$ cat config.mk
export PLATFORM = sky130hd
export DESIGN_NAME = geo_probe
export DESIGN_NICKNAME = d
export VERILOG_FILES = /design/src/rtl/geo_pkg.sv /design/src/rtl/geo_seq.sv /design/src/rtl/geo_table.sv /design/src/rtl/geo_probe.sv
export SDC_FILE = /design/constraint.sdc
export NUM_CORES = 2
export LEC_CHECK = 0
export BUFFER_PORTS_ARGS = -buffer_cell sky130_fd_sc_hd__buf_2
export CAP_MARGIN = 20
export CELL_PAD_IN_SITES_DETAIL_PLACEMENT = 1
export CELL_PAD_IN_SITES_GLOBAL_PLACEMENT = 1
export CORE_MARGIN = 8
export CORE_UTILIZATION = 48
export CTS_CLUSTER_DIAMETER = 100
export DETAILED_ROUTE_END_ITERATION = 10
export GPL_TIMING_DRIVEN = 0
export PLACE_DENSITY_LB_ADDON = 0.1
export SLEW_MARGIN = 20
export SYNTH_ARGS = -nofsm -noshare
export SYNTH_HDL_FRONTEND = slang
export SYNTH_SLANG_ARGS = --single-unit
$ cat constraint.sdc
create_clock -name clk -period 15.75 [get_ports clk]
set_clock_uncertainty 0.2 [all_clocks]
set_input_delay 1.575 -clock clk [delete_from_list [all_inputs] [get_ports clk]]
set_output_delay 1.575 -clock clk [all_outputs]
set_load 0.05 [all_outputs]
$ cat src/rtl/geo_pkg.sv
// Shared constants and types for the flash geometry discovery engine.
// Assumes a single x16 device: command and query addresses are word
// addresses, and only the low byte of a query word carries data.
package geo_pkg;
    localparam logic [7:0]  CMD_QUERY = 8'h98;
    localparam logic [7:0]  CMD_EXIT  = 8'hF0;
    localparam logic [15:0] W_ENTER   = 16'h0055;
    localparam logic [15:0] W_SIG     = 16'h0010;
    localparam logic [15:0] W_PRI     = 16'h0015;
    localparam logic [15:0] W_SIZE    = 16'h0027;
    localparam logic [15:0] W_NREG    = 16'h002C;
    localparam logic [15:0] W_DESC    = 16'h002D;
    localparam logic [15:0] PRI_SUSP_OFS = 16'd6;
    localparam logic [7:0]  CH_Q = 8'h51;
    localparam logic [7:0]  CH_R = 8'h52;
    localparam logic [7:0]  CH_Y = 8'h59;
    localparam logic [7:0]  CH_P = 8'h50;
    localparam logic [7:0]  CH_I = 8'h49;
    localparam logic [7:0]  SUSP_RW_CODE = 8'h02;

    typedef enum logic [2:0] {
        ST_IDLE, ST_ENTER, ST_RD, ST_CAP, ST_EXIT, ST_FIN
    } ctl_state_t;

    typedef enum logic [3:0] {
        STP_SIG0, STP_SIG1, STP_SIG2, STP_SIZE, STP_NREG,
        STP_PLO, STP_PHI, STP_DESC, STP_PSIG0, STP_PSIG1,
        STP_PSIG2, STP_SUSP
    } step_t;
endpackage

$ cat src/rtl/geo_seq.sv
// Discovery sequencer: issues query-mode entry, walks the query structure
// one word at a time (strobe cycle, then capture cycle), checks signatures
// and limits, streams descriptor bytes to the region table, and always
// leaves query mode before pulsing done.
// Assumes read data is valid exactly one cycle after a read strobe.
module geo_seq
    import geo_pkg::*;
#(
    parameter int NREG    = 4,
    parameter int FADDR_W = 24,
    localparam int RIDX_W = (NREG > 1) ? $clog2(NREG) : 1,
    localparam int CNT_W  = $clog2(NREG + 1)
) (
    input  logic               clk,
    input  logic               rst_n,
    input  logic               start,
    output logic               busy,
    output logic               done,
    output logic               err,
    output logic               fl_cs,
    output logic               fl_we,
    output logic [FADDR_W-1:0] fl_addr,
    output logic [15:0]        fl_wdata,
    input  logic [15:0]        fl_rdata,
    output logic [7:0]         dev_log2,
    output logic [CNT_W-1:0]   region_cnt,
    output logic               suspend_rw,
    output logic               tbl_clr,
    output logic               tbl_we,
    output logic [RIDX_W-1:0]  tbl_ridx,
    output logic [1:0]         tbl_bsel,
    output logic [7:0]         tbl_data
);
    ctl_state_t         st;
    step_t              stp;
    logic [RIDX_W-1:0]  ridx;
    logic [1:0]         bsel;
    logic [15:0]        pri;
    logic               bad;
    logic               err_q;
    logic [7:0]         rbyte;
    logic [15:0]        rd_word;
    logic               unused_hi;

    assign rbyte     = fl_rdata[7:0];
    assign unused_hi = ^fl_rdata[15:8];

    // Word address of the query read selected by the current step.
    always_comb begin
        case (stp)
            STP_SIG0:  rd_word = W_SIG;
            STP_SIG1:  rd_word = W_SIG + 16'd1;
            STP_SIG2:  rd_word = W_SIG + 16'd2;
            STP_SIZE:  rd_word = W_SIZE;
            STP_NREG:  rd_word = W_NREG;
            STP_PLO:   rd_word = W_PRI;
            STP_PHI:   rd_word = W_PRI + 16'd1;
            STP_DESC:  rd_word = W_DESC + 16'(ridx) * 16'd4 + 16'(bsel);
            STP_PSIG0: rd_word = pri;
            STP_PSIG1: rd_word = pri + 16'd1;
            STP_PSIG2: rd_word = pri + 16'd2;
            STP_SUSP:  rd_word = pri + PRI_SUSP_OFS;
            default:   rd_word = '0;
        endcase
    end

    // Flash master port, decoded from the control state.
    always_comb begin
        fl_cs    = (st == ST_ENTER) || (st == ST_RD) || (st == ST_EXIT);
        fl_we    = (st == ST_ENTER) || (st == ST_EXIT);
        fl_addr  = '0;
        fl_wdata = '0;
        if (st == ST_ENTER) begin
            fl_addr  = FADDR_W'({W_ENTER, 1'b0});
            fl_wdata = {8'h00, CMD_QUERY};
        end else if (st == ST_RD) begin
            fl_addr  = FADDR_W'({rd_word, 1'b0});
        end else if (st == ST_EXIT) begin
            fl_wdata = {8'h00, CMD_EXIT};
        end
    end

    // Handshake and table write port.
    assign busy     = (st != ST_IDLE);
    assign done     = (st == ST_FIN);
    assign err      = err_q;
    assign tbl_clr  = (st == ST_IDLE) && start;
    assign tbl_we   = (st == ST_CAP) && (stp == STP_DESC);
    assign tbl_ridx = ridx;
    assign tbl_bsel = bsel;
    assign tbl_data = rbyte;

    // Main control: advances state and step, captures results, flags failures.
    always_ff @(posedge clk) begin
        if (!rst_n) begin
            st         <= ST_IDLE;
            stp        <= STP_SIG0;
            ridx       <= '0;
            bsel       <= '0;
            pri        <= '0;
            bad        <= 1'b0;
            err_q      <= 1'b0;
            dev_log2   <= '0;
            region_cnt <= '0;
            suspend_rw <= 1'b0;
        end else begin
            case (st)
                ST_IDLE: if (start) begin
                    st         <= ST_ENTER;
                    stp        <= STP_SIG0;
                    ridx       <= '0;
                    bsel       <= '0;
                    pri        <= '0;
                    bad        <= 1'b0;
                    err_q      <= 1'b0;
                    dev_log2   <= '0;
                    region_cnt <= '0;
                    suspend_rw <= 1'b0;
                end
                ST_ENTER: st <= ST_RD;
                ST_RD:    st <= ST_CAP;
                ST_CAP: begin
                    st <= ST_RD;
                    case (stp)
                        STP_SIG0: if (rbyte != CH_Q) begin bad <= 1'b1; st <= ST_EXIT; end
                                  else stp <= STP_SIG1;
                        STP_SIG1: if (rbyte != CH_R) begin bad <= 1'b1; st <= ST_EXIT; end
                                  else stp <= STP_SIG2;
                        STP_SIG2: if (rbyte != CH_Y) begin bad <= 1'b1; st <= ST_EXIT; end
                                  else stp <= STP_SIZE;
                        STP_SIZE: begin
                            dev_log2 <= rbyte;
                            stp      <= STP_NREG;
                        end
                        STP_NREG: if (rbyte == 8'd0 || rbyte > 8'(NREG)) begin
                            bad <= 1'b1;
                            st  <= ST_EXIT;
                        end else begin
                            region_cnt <= CNT_W'(rbyte);
                            stp        <= STP_PLO;
                        end
                        STP_PLO: begin
                            pri[7:0] <= rbyte;
                            stp      <= STP_PHI;
                        end
                        STP_PHI: if ({rbyte, pri[7:0]} < W_DESC + 16'(region_cnt) * 16'd4) begin
                            bad <= 1'b1;
                            st  <= ST_EXIT;
                        end else begin
                            pri[15:8] <= rbyte;
                            stp       <= STP_DESC;
                        end
                        STP_DESC: begin
                            bsel <= bsel + 2'd1;
                            if (bsel == 2'd3) begin
                                if (ridx == RIDX_W'(region_cnt - CNT_W'(1))) stp <= STP_PSIG0;
                                else ridx <= ridx + RIDX_W'(1);
                            end
                        end
                        STP_PSIG0: if (rbyte != CH_P) begin bad <= 1'b1; st <= ST_EXIT; end
                                   else stp <= STP_PSIG1;
                        STP_PSIG1: if (rbyte != CH_R) begin bad <= 1'b1; st <= ST_EXIT; end
                                   else stp <= STP_PSIG2;
                        STP_PSIG2: if (rbyte != CH_I) begin bad <= 1'b1; st <= ST_EXIT; end
                                   else stp <= STP_SUSP;
                        STP_SUSP: begin
                            suspend_rw <= (rbyte == SUSP_RW_CODE);
                            st         <= ST_EXIT;
                        end
                        default: st <= ST_EXIT;
                    endcase
                end
                ST_EXIT: begin
                    err_q <= bad;
                    st    <= ST_FIN;
                end
                default: st <= ST_IDLE;
            endcase
        end
    end

    AST_ENTER_FIRST: assert property (@(posedge clk) disable iff (!rst_n)
        $rose(busy) |-> (fl_cs && fl_we && fl_addr == FADDR_W'(24'hAA) && fl_wdata == 16'h0098));
    AST_ERR_AT_DONE: assert property (@(posedge clk) disable iff (!rst_n)
        $rose(err) |-> done);
    AST_CNT_RANGE: assert property (@(posedge clk) disable iff (!rst_n)
        (done && !err) |-> (region_cnt >= CNT_W'(1) && region_cnt <= CNT_W'(NREG)));
    AST_EXIT_BEFORE_DONE: assert property (@(posedge clk) disable iff (!rst_n)
        done |-> $past(fl_cs && fl_we && fl_addr == '0 && fl_wdata == 16'h00F0));
    AST_DONE_PULSE: assert property (@(posedge clk) disable iff (!rst_n)
        done |=> !done);
    AST_QUIET_IDLE: assert property (@(posedge clk) disable iff (!rst_n)
        !busy |-> !fl_cs);
endmodule

$ cat src/rtl/geo_table.sv
// Region descriptor register file with a combinational sector-base lookup.
// Each region keeps sector count minus one and size in 256-byte units plus
// a valid bit; regions are placed back to back from byte address 0.
// Assumes the sequencer writes descriptor bytes in order 0..3 per region.
module geo_table #(
    parameter int NREG    = 4,
    parameter int ADDR_W  = 32,
    localparam int RIDX_W = (NREG > 1) ? $clog2(NREG) : 1
) (
    input  logic              clk,
    input  logic              rst_n,
    input  logic              tbl_clr,
    input  logic              tbl_we,
    input  logic [RIDX_W-1:0] tbl_ridx,
    input  logic [1:0]        tbl_bsel,
    input  logic [7:0]        tbl_data,
    input  logic [RIDX_W-1:0] lk_region,
    input  logic [15:0]       lk_index,
    output logic [ADDR_W-1:0] lk_base,
    output logic [16:0]       lk_sectors,
    output logic [ADDR_W-1:0] lk_sect_bytes
);
    logic [15:0]       cnt_m1 [NREG];
    logic [15:0]       units  [NREG];
    logic [NREG-1:0]   vld;
    logic [ADDR_W-1:0] span   [NREG];
    logic [ADDR_W-1:0] pre    [NREG+1];

    // Descriptor storage: cleared at each start, filled byte by byte.
    always_ff @(posedge clk) begin
        if (!rst_n || tbl_clr) begin
            for (int k = 0; k < NREG; k++) begin
                cnt_m1[k] <= '0;
                units[k]  <= '0;
            end
            vld <= '0;
        end else if (tbl_we) begin
            case (tbl_bsel)
                2'd0:    cnt_m1[tbl_ridx][7:0]  <= tbl_data;
                2'd1:    cnt_m1[tbl_ridx][15:8] <= tbl_data;
                2'd2:    units[tbl_ridx][7:0]   <= tbl_data;
                default: units[tbl_ridx][15:8]  <= tbl_data;
            endcase
            vld[tbl_ridx] <= 1'b1;
        end
    end

    // Byte span of each region.
    for (genvar g = 0; g < NREG; g++) begin : g_span
        assign span[g] = vld[g]
            ? (((ADDR_W'(cnt_m1[g]) + ADDR_W'(1)) * ADDR_W'(units[g])) << 8)
            : '0;
    end

    // Running start address of each region.
    always_comb begin
        pre[0] = '0;
        for (int k = 0; k < NREG; k++) pre[k+1] = pre[k] + span[k];
    end

    assign lk_sect_bytes = ADDR_W'(units[lk_region]) << 8;
    assign lk_base       = pre[lk_region] + ((ADDR_W'(lk_index) * ADDR_W'(units[lk_region])) << 8);
    assign lk_sectors    = vld[lk_region] ? ({1'b0, cnt_m1[lk_region]} + 17'd1) : '0;

    AST_NO_WRITE_ON_CLEAR: assert property (@(posedge clk) disable iff (!rst_n)
        tbl_clr |-> !tbl_we);
endmodule

$ cat src/rtl/geo_probe.sv
// Top of the flash geometry discovery engine: sequencer plus region table.
// Assumes one x16 flash on a synchronous master port with one-cycle read
// latency; results stay valid until the next start.
module geo_probe #(
    parameter int NREG    = 4,
    parameter int FADDR_W = 24,
    parameter int ADDR_W  = 32,
    localparam int RIDX_W = (NREG > 1) ? $clog2(NREG) : 1,
    localparam int CNT_W  = $clog2(NREG + 1)
) (
    input  logic               clk,
    input  logic               rst_n,
    input  logic               start,
    output logic               busy,
    output logic               done,
    output logic               err,
    output logic               fl_cs,
    output logic               fl_we,
    output logic [FADDR_W-1:0] fl_addr,
    output logic [15:0]        fl_wdata,
    input  logic [15:0]        fl_rdata,
    output logic [7:0]         dev_log2,
    output logic [CNT_W-1:0]   region_cnt,
    output logic               suspend_rw,
    input  logic [RIDX_W-1:0]  lk_region,
    input  logic [15:0]        lk_index,
    output logic [ADDR_W-1:0]  lk_base,
    output logic [16:0]        lk_sectors,
    output logic [ADDR_W-1:0]  lk_sect_bytes
);
    logic              tbl_clr;
    logic              tbl_we;
    logic [RIDX_W-1:0] tbl_ridx;
    logic [1:0]        tbl_bsel;
    logic [7:0]        tbl_data;

    geo_seq #(.NREG(NREG), .FADDR_W(FADDR_W)) i_seq (
        .clk(clk), .rst_n(rst_n), .start(start),
        .busy(busy), .done(done), .err(err),
        .fl_cs(fl_cs), .fl_we(fl_we), .fl_addr(fl_addr),
        .fl_wdata(fl_wdata), .fl_rdata(fl_rdata),
        .dev_log2(dev_log2), .region_cnt(region_cnt), .suspend_rw(suspend_rw),
        .tbl_clr(tbl_clr), .tbl_we(tbl_we), .tbl_ridx(tbl_ridx),
        .tbl_bsel(tbl_bsel), .tbl_data(tbl_data)
    );

    geo_table #(.NREG(NREG), .ADDR_W(ADDR_W)) i_table (
        .clk(clk), .rst_n(rst_n),
        .tbl_clr(tbl_clr), .tbl_we(tbl_we), .tbl_ridx(tbl_ridx),
        .tbl_bsel(tbl_bsel), .tbl_data(tbl_data),
        .lk_region(lk_region), .lk_index(lk_index),
        .lk_base(lk_base), .lk_sectors(lk_sectors), .lk_sect_bytes(lk_sect_bytes)
    );
endmodule

==> out/metrics.yaml <==
setup_violations: 0
critical_path_required_ns: 13.98
synthCells: 4824
die_h_um: 311
initial_core_util_pct: 48.3
rsz0062_at_grt: "false"
synth_enable_flop_cells: 128
insertion_delay_ns: 0.44
async_flop_share_pct: 0
endpoint_kind: "primary output"
synth_top_area_cell: "fa_1"
routedWlPerCell_um: 22.6
pin_count: 175
grt_use_met3_pct: 2.79
cts_buffer_depth: 2
worstHoldPathType: "flop to flop"
ff2ff_path_depth: 9
fill_cells: 10428
drc_errors: 0
synthesis.area_um2: 41800
grt_max_degree: 19
gr-total-overflow: 0
use_met1_pct: 37.9
crit_type: "input pin to primary output"
die_w_um: 311
h-tree-depth: 4
diodes: 0
seqCellArea_um2: 4740
vias: 34051
drtIter0Drc: 2390
path_clk_slew_ns: 0.07
track_usage_pct: 28.7
worstMarginPinSlew_ns: 1.14
nets: 6097
ys_types: 81
ys.warnings.count: 0
slew_headroom_pct: 23.6
dieArea_um2: 96700
met2_usage_pct: 49.8
finalSetupTns_ns: 0
cp_slowest_cell: "o41ai_1"
crit_top_cell: "fa_1"
finalInstanceArea_um2: 44600
r2r-start: "i_seq.st[2]"
cts_tree: "yes"
status: "complete, no violations"
ys_seq_elements: 173
cts_setup_buffers: 0
hold_depth: 2
r2r_end: "i_table.cnt_m1[0][11]"
finalHoldViolCount: 0
critPathLaunchType: "input pin"
routed_wl_um: 140000
grt-busiest-layer: "met2"
post-dp-hpwl_um: 116000
multi_input_area_um2: 32700
min_period_over_period_pct: 96.1
io_buffers: 118
placed_area_um2: 44000
arrival_ns: 13.36
viasPerCell: 5.52
cts_sinks: 173
ys_top_cells_by_area: "fa_1 33%, ha_1 11%, edfxtp_1 9.2%"
maxCapViolations: 0
cp_max_fo: 10
drv_slew: 0
area_delta_synth_final_pct: 6.67
power.total_uw: 6050
post-route-min-period_ns: 15.14
layout-drive-gt1-share_pct: 5.36
finalWeightedCongestion: 0.930
core_area_um2: 86500
hold_path_startpoint: "i_seq.dev_log2[5]"
row_count: 108
grt_pass1_vias: 37613
p_leak_uw: 0.0209
ir_drop_mv: 0.390
ant_nets: 0
hold_end: "i_seq.dev_log2[5]"
fmax_mhz: 66.1
synthFlopType: "edfxtp_1"
grt_pass1_wl_um: 218000
synth_top_area_share_pct: 33.3
rrSetupSlack_ns: 11.12
first_pass_iters: 7
yosysSeqAreaShare_pct: 11.4
cp_slowest_stage_delay_ns: 0.83
powerDensity_nw_per_um2: 136
hold-worst-slack_ns: 0.255
syn_avg_cell_area_um2: 8.66
antenna_found_initial: 5
clockRootBuffer: "clkbuf_16"
cts_buffers: 17
[worst max-delay path by stage]
| stage | startpoint | to | slack (ns) |
|---|---|---|---|
| final | lk_region[1] | lk_base[31] | 0.61 |
| after global routing | i_table.cnt_m1[0][3] | lk_base[31] | 0.04 |
| after CTS | lk_region[1] | lk_base[31] | 0.67 |
| after detailed placement | lk_region[1] | lk_base[31] | 0.75 |
| after global placement | lk_region[1] | lk_base[31] | 0.88 |
| after floorplan | lk_region[1] | lk_base[30] | 2.55 |
[per-stage QoR]
step / cells / util, % / setup WS (ns)
2_1_floorplan: 4866 / - / 2.55
3_3_place_gp: 6139 / 50.8 / 0.884
3_5_place_dp: 6139 / 50.8 / 0.753
4_1_cts: 6171 / 51.5 / 0.675
5_1_grt: 6171 / 51.5 / 0.0419
6_report: 6171 / 51.5 / 0.612
[routing by layer]
layer	vias to the layer above	routed length (µm)
li1	15170	-
met2	969	68400
met1	17680	59100
met3	230	7460
met4	2	4560
met5	-	13
[flip-flops by register name, indices dropped and copies added (netlist names)]
signal	flops
i_table.cnt_m1	64
i_table.units	64
i_seq.pri	16
i_seq.dev_log2	8
i_seq.stp	4
i_table.vld	4
i_seq.region_cnt	3
i_seq.st	3
i_seq.tbl_bsel	2
i_seq.tbl_ridx	2
i_seq.bad	1
i_seq.err	1
i_seq.suspend_rw	1
[worst max-delay path: cells and delay by family]
kind,cells,cell delay [ns]
xor gates and xnor gates,2,0.54
adders and majority gates,8,3.68
and+or+nand+nor,5,0.76
buffers and inverters,12,3.83
muxes,1,0.51
AOI/OAI and AO/OA,8,2.42
[placed cells by master, fill, tap and decap left out, types with 32 or more instances in the layout]
cell,Yosys,layout
inv_1,916,916
nand2_1,744,744
fa_1,694,694
and2_1,368,368
ha_1,363,363
nor2_1,256,256
clkbuf_1,169,170
xnor2_1,164,162
a21oi_1,151,151
edfxtp_1,128,128
buf_2,4,122
o21ai_0,84,84
nand3_1,76,76
nor2b_1,73,73
xor2_1,70,70
buf_4,45,45
dfxtp_1,45,45
conb_1,1,43
nor3_1,42,42
a21o_1,42,42
mux4_2,32,32
[kinds of logic after synthesis]
logic type / share of synthesized area [%]
other: 0.00898
multiplexers: 2.27
flip-flops: 11.4
adder cells (fa/ha/maj): 44.1
buffers and inverters: 10.8
AO/OA/AOI/OAI: 6.55
XOR/XNOR: 5.44
AND/OR/NAND/NOR: 19.4
[timing repair]
item,in CTS,in global routing
hold buffers,0,0
resized for setup,0,2
setup endpoints to repair,0,1
[Yosys cell counts (all sizes together) (9+ instances only)]
library cell  count
a211oi            9
a21boi           11
a21o             42
a21oi           151
a31oi            19
and2            369
and3             27
and4             12
buf              70
clkbuf          169
dfxtp            45
edfxtp          128
fa              694
ha              363
inv             917
mux2i            17
mux4             32
nand2           745
nand2b           27
nand3            77
nand4            20
nor2            256
nor2b            73
nor3             45
nor4              9
o21a             24
o21ai            88
o21bai           19
o2bb2ai          15
or3              20
xnor2           166
xor2             72
[where the power goes]
group          internal (µW)  switching, µW
Sequential               516           45.7
Combinational           1740           3330
Clock                    212            208
Total                   2470           3580
[final cells by class]
cell class / instances / share of cell area, %
multi-input combinational: 3535 / 73.3
clock inverter: 14 / 0.329
clock buffer: 18 / 0.963
sequential: 173 / 10.6
tap: 1155 / 3.24
timing repair buffer: 118 / 1.33
inverter: 919 / 7.74
buffer: 239 / 2.40
(Power assumes the default switching activity.)
